[src/rtl/sbw_pkg.sv]
package sbw_pkg;

  parameter int SBW_DW = 32;

  // Byte offsets inside the status block
  parameter int OFF_STAT = 0;
  parameter int OFF_TAG  = 4;
  parameter int OFF_TX   = 8;
  parameter int OFF_RX   = 12;

  typedef enum logic [2:0] {
    ST_IDLE, ST_TAG, ST_TX, ST_RX, ST_STAT, ST_MSI
  } sbwState_t;

  typedef enum logic [2:0] {
    SEL_TAG, SEL_TX, SEL_RX, SEL_STAT, SEL_MSI
  } wordSel_t;

  typedef struct packed {
    logic     snapLoad;  // capture indices, block starts
    logic     blkDone;   // status word accepted
    logic     sigFire;   // raise an interrupt now
    logic     wrEn;      // write request valid
    wordSel_t sel;       // which word is on the port
  } sbwStrobe_t;

endpackage

[src/rtl/sbwCtrl.sv]
module sbwCtrl
  import sbw_pkg::*;
(
  input  logic       clk,
  input  logic       rstN,
  input  logic       idxDiff,
  input  logic       coalHit,
  input  logic       tickHit,
  input  logic       msiEnable,
  input  logic       memReady,
  output sbwStrobe_t strb
);

  sbwState_t state;
  sbwState_t stateNext;

  always_ff @(posedge clk or negedge rstN) begin
    if (!rstN) state <= ST_IDLE;
    else       state <= stateNext;
  end

  always_comb begin
    stateNext     = state;
    strb.snapLoad = 1'b0;
    strb.blkDone  = 1'b0;
    strb.sigFire  = 1'b0;
    strb.wrEn     = 1'b0;
    strb.sel      = SEL_TAG;
    unique case (state)
      ST_IDLE: begin
        if (tickHit) begin
          strb.sigFire = 1'b1;
          if (msiEnable) stateNext = ST_MSI;
        end else if (idxDiff) begin
          strb.snapLoad = 1'b1;
          stateNext     = ST_TAG;
        end
      end
      ST_TAG: begin
        strb.wrEn = 1'b1;
        strb.sel  = SEL_TAG;
        if (memReady) stateNext = ST_TX;
      end
      ST_TX: begin
        strb.wrEn = 1'b1;
        strb.sel  = SEL_TX;
        if (memReady) stateNext = ST_RX;
      end
      ST_RX: begin
        strb.wrEn = 1'b1;
        strb.sel  = SEL_RX;
        if (memReady) stateNext = ST_STAT;
      end
      ST_STAT: begin
        strb.wrEn = 1'b1;
        strb.sel  = SEL_STAT;
        if (memReady) begin
          strb.blkDone = 1'b1;
          stateNext    = ST_IDLE;
          if (coalHit) begin
            strb.sigFire = 1'b1;
            if (msiEnable) stateNext = ST_MSI;
          end
        end
      end
      ST_MSI: begin
        strb.wrEn = 1'b1;
        strb.sel  = SEL_MSI;
        if (memReady) stateNext = ST_IDLE;
      end
      default: stateNext = ST_IDLE;
    endcase
  end

endmodule

[src/rtl/sbwData.sv]
module sbwData
  import sbw_pkg::*;
#(
  parameter int IDX_W  = 16,
  parameter int ADDR_W = 16,
  parameter int CNT_W  = 4,
  parameter int TICK_W = 8
) (
  input  logic              clk,
  input  logic              rstN,
  input  sbwStrobe_t        strb,
  input  logic [IDX_W-1:0]  txConsIdx,
  input  logic [IDX_W-1:0]  rxProdIdx,
  input  logic [ADDR_W-1:0] sbBase,
  input  logic [ADDR_W-1:0] msiAddr,
  input  logic [SBW_DW-1:0] msiData,
  input  logic [CNT_W-1:0]  coalThresh,
  input  logic [TICK_W-1:0] tickLimit,
  input  logic              msiEnable,
  input  logic              irqAck,
  output logic              idxDiff,
  output logic              coalHit,
  output logic              tickHit,
  output logic [ADDR_W-1:0] memAddr,
  output logic [SBW_DW-1:0] memWrData,
  output logic              irqLine
);

  localparam int TAG_W = 8;

  logic [IDX_W-1:0]  snapTx, snapRx;
  logic [TAG_W-1:0]  tagReg;
  logic [CNT_W-1:0]  pendCnt;
  logic [TICK_W-1:0] tickCnt;
  logic [CNT_W-1:0]  effThresh;
  logic [CNT_W:0]    cntPlus;

  assign idxDiff   = (txConsIdx != snapTx) || (rxProdIdx != snapRx);
  assign effThresh = (coalThresh == '0) ? CNT_W'(1) : coalThresh;
  assign cntPlus   = {1'b0, pendCnt} + (CNT_W+1)'(1);
  assign coalHit   = cntPlus >= {1'b0, effThresh};
  assign tickHit   = (tickLimit != '0) && (pendCnt != '0) && (tickCnt == tickLimit);

  always_ff @(posedge clk or negedge rstN) begin
    if (!rstN) begin
      snapTx  <= '0;
      snapRx  <= '0;
      tagReg  <= '0;
      pendCnt <= '0;
      tickCnt <= '0;
      irqLine <= 1'b0;
    end else begin
      if (strb.snapLoad) begin
        snapTx <= txConsIdx;
        snapRx <= rxProdIdx;
      end
      if (strb.blkDone) tagReg <= tagReg + TAG_W'(1);
      if (strb.sigFire)      pendCnt <= '0;
      else if (strb.blkDone) pendCnt <= pendCnt + CNT_W'(1);
      if (pendCnt == '0)            tickCnt <= '0;
      else if (tickCnt != tickLimit) tickCnt <= tickCnt + TICK_W'(1);
      if (strb.sigFire && !msiEnable) irqLine <= 1'b1;
      else if (irqAck)                irqLine <= 1'b0;
    end
  end

  always_comb begin
    memAddr   = sbBase;
    memWrData = '0;
    unique case (strb.sel)
      SEL_TAG: begin
        memAddr   = sbBase + ADDR_W'(OFF_TAG);
        memWrData = SBW_DW'(tagReg);
      end
      SEL_TX: begin
        memAddr   = sbBase + ADDR_W'(OFF_TX);
        memWrData = SBW_DW'(snapTx);
      end
      SEL_RX: begin
        memAddr   = sbBase + ADDR_W'(OFF_RX);
        memWrData = SBW_DW'(snapRx);
      end
      SEL_STAT: begin
        memAddr   = sbBase + ADDR_W'(OFF_STAT);
        memWrData = SBW_DW'(1);
      end
      SEL_MSI: begin
        memAddr   = msiAddr;
        memWrData = msiData;
      end
      default: begin
        memAddr   = sbBase;
        memWrData = '0;
      end
    endcase
  end

endmodule

[src/rtl/statBlockWriter.sv]
module statBlockWriter
  import sbw_pkg::*;
#(
  parameter int IDX_W  = 16,
  parameter int ADDR_W = 16,
  parameter int CNT_W  = 4,
  parameter int TICK_W = 8
) (
  input  logic              clk,
  input  logic              rstN,
  input  logic [IDX_W-1:0]  txConsIdx,
  input  logic [IDX_W-1:0]  rxProdIdx,
  input  logic [ADDR_W-1:0] sbBase,
  input  logic              msiEnable,
  input  logic [ADDR_W-1:0] msiAddr,
  input  logic [31:0]       msiData,
  input  logic [CNT_W-1:0]  coalThresh,
  input  logic [TICK_W-1:0] tickLimit,
  input  logic              irqAck,
  input  logic              memReady,
  output logic              memWrEn,
  output logic [ADDR_W-1:0] memAddr,
  output logic [31:0]       memWrData,
  output logic              irqLine
);

  sbwStrobe_t strb;
  logic idxDiff, coalHit, tickHit;

  sbwCtrl u_ctrl (
    .clk       (clk),
    .rstN      (rstN),
    .idxDiff   (idxDiff),
    .coalHit   (coalHit),
    .tickHit   (tickHit),
    .msiEnable (msiEnable),
    .memReady  (memReady),
    .strb      (strb)
  );

  sbwData #(
    .IDX_W  (IDX_W),
    .ADDR_W (ADDR_W),
    .CNT_W  (CNT_W),
    .TICK_W (TICK_W)
  ) u_data (
    .clk        (clk),
    .rstN       (rstN),
    .strb       (strb),
    .txConsIdx  (txConsIdx),
    .rxProdIdx  (rxProdIdx),
    .sbBase     (sbBase),
    .msiAddr    (msiAddr),
    .msiData    (msiData),
    .coalThresh (coalThresh),
    .tickLimit  (tickLimit),
    .msiEnable  (msiEnable),
    .irqAck     (irqAck),
    .idxDiff    (idxDiff),
    .coalHit    (coalHit),
    .tickHit    (tickHit),
    .memAddr    (memAddr),
    .memWrData  (memWrData),
    .irqLine    (irqLine)
  );

  assign memWrEn = strb.wrEn;

endmodule

[config.mk]
export PLATFORM = sky130hd
export DESIGN_NAME = statBlockWriter
export DESIGN_NICKNAME = d
export VERILOG_FILES = /design/src/rtl/sbw_pkg.sv /design/src/rtl/sbwCtrl.sv /design/src/rtl/sbwData.sv /design/src/rtl/statBlockWriter.sv
export SDC_FILE = /design/constraint.sdc
export NUM_CORES = 1
export LEC_CHECK = 0
export ABC_AREA = 1
export BUFFER_PORTS_ARGS = -buffer_cell sky130_fd_sc_hd__buf_2
export CORE_ASPECT_RATIO = 2
export CORE_MARGIN = 2
export CORE_UTILIZATION = 40
export CTS_CLUSTER_DIAMETER = 80
export DETAILED_ROUTE_END_ITERATION = 8
export PLACE_DENSITY_LB_ADDON = 0.12
export REMOVE_ABC_BUFFERS = 1
export SYNTH_ARGS = -nofsm -noshare
export SYNTH_HDL_FRONTEND = slang
export SYNTH_SLANG_ARGS = --single-unit
[constraint.sdc]
create_clock -name clk -period 7.99 [get_ports clk]
set_clock_uncertainty 0.2 [all_clocks]
set_input_delay 1.598 -clock clk [delete_from_list [all_inputs] [get_ports clk]]
set_output_delay 1.598 -clock clk [all_outputs]
set_load 0.02 [all_outputs]
# Yosys cells after proc, flatten, opt, wreduce, memory -nomap -nowiden

Index checks and enable logic that the tools add are counted.

Register bits after elaboration: 56
Input port bits: 113
Output and inout port bits: 50
Word-level logic and storage cells: 79

Add/subtract/negate cells: 7
Magnitude comparators: 1
Eq/ne operators: 20
Muxes and demuxes: 29
Reduce and logical (&&, ||, !) cells: 15

Operators by type and width:

| operator                                            | number |
|---|---|
| case mux 32 bit (5 select lines)                    | 1 |
| case mux 16 bit (4 select lines)                    | 1 |
| adder 16 x 4 -> 16 bit, second input constant       | 2 |
| inequality test 16 bit                              | 2 |
| 2-to-1 mux 3 bit                                    | 10 |
| case mux 4 bit (5 select lines)                     | 1 |
| case mux 3 bit (6 select lines)                     | 1 |
| adder 16 x 3 -> 16 bit, second input constant       | 1 |
| adder 8 x 1 -> 8 bit, second input constant         | 2 |
| 2-to-1 mux 8 bit                                    | 2 |
| equality test 3 x 2 -> 1 bit, second input constant | 4 |
| 2-to-1 mux 4 bit                                    | 3 |
| inequality test 2 bit, second input constant        | 5 |
| equality test 3 bit, second input constant          | 3 |
| equality test 8 bit                                 | 1 |
| zero test 4 bit                                     | 2 |
| 2-to-1 mux 1 bit                                    | 8 |
| inequality test 8 bit                               | 1 |
| nonzero test 8 bit                                  | 1 |
| AND reduction 7 bit                                 | 1 |
| equality test 3 x 1 -> 1 bit, second input constant | 2 |
| zero test 3 bit                                     | 2 |
| inequality test 3 bit, second input constant        | 2 |
| nonzero test 2 bit                                  | 3 |
| other kinds (9)                                     | 11 |

# Logic depth before layout (Yosys ltp)

Word-level depth: 8
Gate-level depth with buffers: 15
Mapped depth without buffers: 13

# Modules after synthesis

Synthesis repeated with hierarchy kept, for this count alone.

Cell total of the unflattened synthesis: 677
Area, all modules: 4521.8 sq um

Modules (own cells, without submodules):

| module  | instances | cells each | area an instance (sq um) | seq. area each (sq um) |
|---|---|---|---|---|
| sbwData | 1         | 631        | 4241.6                   | 1326.3 |
| sbwCtrl | 1         | 46         | 280.3                    | 75.1 |

# Worst setup path after synthesis

Ideal clock, no wire load.

Kind: input port to output port
Start point: input port sbBase[2]
End point: output port memAddr[8]
Arrival time: 3.011 ns
Required time: 6.192 ns
Setup slack: 3.181 ns
Cell stages on the path: 7
Buffers on the path: 0
Path through: inv_1 -> fa_1 -> nor2_1 -> inv_1 -> o21ai_0 -> nand2_1 -> o2111ai_1

Longest elaborated chain between the ends: 2
Elaborated cells on any way between the ends: 4
Classes of those cells: add/sub: 3; mux: 1

Ends and longest elaborated chain:

| what                                           | RTL line              | source |
|---|---|---|
| start, declared                                | statBlockWriter.sv:13 | `input logic [ADDR_W-1:0] sbBase,` |
| adder 16 x 4 -> 16 bit (tied with other cells) | sbwData.sv:80         | `memAddr = sbBase + ADDR_W'(OFF_RX);` |
| case mux 16 bit (4 select lines) *             | sbwData.sv:70         | `unique case (strb.sel)` |
| end, declared                                  | statBlockWriter.sv:22 | `output logic [ADDR_W-1:0] memAddr,` |

Every way passes the cells marked *; elsewhere a longest branch is shown, timed or not.

# Final worst setup path

Start point: input port sbBase[3]
End point: output port memAddr[12]

The elaborated chain is that of the path after synthesis.

==> metrics.log <==
INFO  metric status = finished clean
INFO  metric totalNegativeSetupSlack = 0 ns
INFO  metric design.die.area = 12500 um2
INFO  metric final.min_clock_period = 5.16 ns
INFO  metric worst-endpoint-arrival = 3.36 ns
INFO  metric cts_made_buffers = 5
INFO  metric via_per_inst = 4.82
INFO  metric postRouteWirelength = 13.2 mm
INFO  metric critical-path-max-stage-delay = 0.44 ns
INFO  metric peakVddDrop = 0.175 mV
INFO  metric critPathRequiredTime = 6.19 ns
INFO  metric cell_with_the_most_instances_after_synthesis = nand2_1
INFO  metric ys_ff_latch = 56
INFO  metric unrepaired_setup_endpoints_after_global_routing = no
INFO  metric via_count = 5092
INFO  metric synth_top_area_cell = dfrtp_1
INFO  metric drc = 0
INFO  metric grt.met1_usage = 0.201
INFO  metric drv_cap = 0
INFO  metric num_antenna_cells = 0
INFO  metric grt_antenna_before_repair = 0
INFO  metric clkLatencyLatePin = 0.30 ns
INFO  metric dieHeight = 156 um
INFO  metric worst_slew_margin = 0.445
INFO  metric clock_tree.htree_level_count = 2
INFO  metric global_routing_usage_on_met2 = 0.433
INFO  metric postLayoutSetupSlackWorst = 2.83 ns
INFO  metric detailed_place.area = 5540 um2
INFO  metric instances_no_fill = 1057
INFO  metric comb_power_share = 0.570
INFO  metric sw_frac_of_total = 0.502
INFO  metric clockRootBuffer = clkbuf_16
INFO  metric synthTopCellsByArea = dfrtp_1 30%, nand2_1 21%, inv_1 11%
INFO  metric synth_top_cell_area_share = 0.304
INFO  metric post_drt_wl_per_cell = 12.4 um
INFO  metric rows = 55
INFO  metric ys_async_sr_fraction = 1.00
INFO  metric endpoint_kind = output pin
INFO  metric post_cts.repair.setup_buffers = 0
INFO  metric clock_power_share = 0.138
INFO  metric slew_viol_final = 0
INFO  metric yosys_most_used_dff = dfrtp_1
INFO  metric worst-path-max-fanout = 6
INFO  metric largest_net_degree_at_the_start_of_global_routing = 65
INFO  metric cts_tree = yes
INFO  metric yosysUniqueCellTypes = 33
INFO  metric power.sequential.fraction = 0.292
INFO  metric postCtsResizedCells = 0
INFO  metric internal_power = 0.845 mW
INFO  metric clk_path_buf_depth = 2
INFO  metric worst_setup_path_start_kind = input pin
INFO  metric synth_edf_count = 0
INFO  metric initial_utilization = 0.409
INFO  metric worst_setup_hold_path_clk_slew = 0.08 ns
INFO  metric first_global_vias = 4680
INFO  metric nets = 1038
INFO  metric timing_worst_setup_path_type = in2out
INFO  metric synth.avg_cell_area = 6.06 um2
INFO  metric post_synth_most_frequent_cells = 260 x nand2_1, 132 x inv_1, 75 x nor2_1
INFO  metric ys_warn_count = 0
INFO  metric grt_busiest_layer = met2
INFO  metric drtIter0Drc = 185
INFO  metric crit_chain = buf_2 -> inv_1 -> fa_1 -> nor2_1 -> inv_1 -> o31ai_1 -> nand3_1 -> nand2_1 -> nand3_1 -> buf_2
INFO  metric final_setup_violation_count = 0
INFO  metric overflow = 0
INFO  metric dp.cells = 1049
INFO  metric hold_path_class = reg2reg
INFO  metric coreArea = 11300 um2
INFO  metric post_route_cells_drive_above_1_share = 0.204
INFO  metric timing_worst_slew_pin_value = 0.832 ns
INFO  metric postSynthCellCount = 761
INFO  metric net-switching-power = 0.850 mW
INFO  metric synthesis.area = 4610 um2
INFO  metric number_of_optimization_iterations_in_the_first_detailed_route_pass = 4
INFO  metric gp_congestion = 0.880
INFO  metric dieWidth = 79.9 um
INFO  metric clock-sinks = 56
INFO  metric cts-hold-fix-buffers = 0
INFO  metric antenna_violating_nets_post_route = 0
INFO  metric area_growth = 23.4%
INFO  metric p_leak = 3.28 nW
INFO  metric wire_length_of_the_first_global_routing_pass = 20.6 mm
INFO  metric cp_slowest_cell = fa_1
INFO  metric fmaxAchievable = 194 MHz
INFO  metric dp_worst_setup_slack = 2.85 ns
INFO  metric final.period_utilization = 0.646
INFO  metric io_buffers = 162
INFO  metric detailed_place_hpwl = 10.3 mm
INFO  metric postLayoutCellArea = 5690 um2
INFO  metric gr-usage-all-layers = 0.211
INFO  metric powerDensity = 298 nW/um2
INFO  metric hold_violations = 0
INFO  metric groute.layer.met3.usage = 0.0266
INFO  metric io-pin-count = 163
INFO  metric yosysSeqAreaShare = 0.304
## power by group through the flow
stage | clock (mW) | sequential, mW | combinational (mW)
floorplan | 0 | 0.478 | 0.682
global placement | 0 | 0.501 | 0.973
detailed placement | 0 | 0.498 | 0.982
CTS | 0.244 | 0.494 | 0.985
global route | 0.252 | 0.511 | 1.10
finish | 0.234 | 0.495 | 0.966
## worst paths after layout
check | from | end | slack [ns] | depth (start not counted)
max | sbBase[3] | memAddr[12] | 2.83 | 10
min | u_data.tagReg[7]$_DFFE_PN0P_ | u_data.tagReg[7]$_DFFE_PN0P_ | 0.28 | 1
max reg2reg | u_ctrl.state[1]$_DFFE_PN0P_ | u_ctrl.state[0]$_DFFE_PN0P_ | 5.50 | 9
min reg2reg | u_data.tagReg[7]$_DFFE_PN0P_ | u_data.tagReg[7]$_DFFE_PN0P_ | 0.28 | 1
max in group asynchronous | rstN | u_data.snapRx[0]$_DFFE_PN0P_ | 5.84 | 2
min in group asynchronous | rstN | u_data.snapTx[8]$_DFFE_PN0P_ | 1.22 | 2
## cell type report
type | count | area (um2)
Sequential cell | 56 | 1400
Clock inverter | 3 | 26.3
Tap cell | 142 | 178
Clock buffer | 5 | 125
Timing Repair Buffer | 165 | 833
Multi-Input combinational cell | 547 | 2610
Inverter | 139 | 522
Fill cell | 1276 | 5590
## worst max-delay path: cells and delay by family
family	cells	cell delay (ns)
buf+inv	4	0.54
simple gates	4	0.51
fa+ha+maj	1	0.44
compound gates	1	0.26
## flip-flops by register name, indices dropped and copies added, names as in the netlist
name and cells:
u_ctrl.state 3, u_data.tagReg 8, u_data.snapTx 16, u_data.snapRx 16
u_data.pendCnt 4, u_data.irqLine 1, u_data.tickCnt 8
## routing by layer
metal  vias up  part of all wire
li1       2670                 -
met1      2258              0.36
met2       149              0.57
met3        15             0.055
met4         0             0.020
met5         -                 0
## logic make-up after synthesis
group                    count (synthesis)  synth area share
adder cells (fa/ha/maj)                 11            0.0315
buffers and inverters                  158             0.131
AO/OA/AOI/OAI                          112             0.138
flip-flops                              56             0.304
XOR/XNOR                                23            0.0437
AND/OR/NAND/NOR                        401             0.352
## stage by stage
step	total power, mW	util	hold WS, ns
after floorplan	1.16	-	0.245
after global placement	1.47	0.491	0.269
after detailed placement	1.48	0.491	0.271
after CTS	1.72	0.504	0.287
after global routing	1.87	0.504	0.312
final	1.69	0.504	0.282
## layout by cell type, fill, tap and decap left out, types with 2 or more instances in the layout
master     Yosys  final
o31ai_1        2      2
xor2_1        13     13
inv_1        132    132
nand2_1      260    260
inv_2          5      5
clkinv_1       2      2
xnor2_1       10     10
nor2_2         4      4
a22oi_1        2      2
o221ai_1       8      8
nor2_1        75     75
nor3_1         6      6
buf_4          0      3
a21oi_1       22     22
o21ai_1        8      8
clkinv_4       0      2
o21ai_0       62     62
ha_1          10     10
buf_2          7    162
clkbuf_16      0      5
dfrtp_1       56     56
nand4_1       15     15
o2111ai_1      5      5
nand3_1       36     36
(Power assumes the default switching activity.)
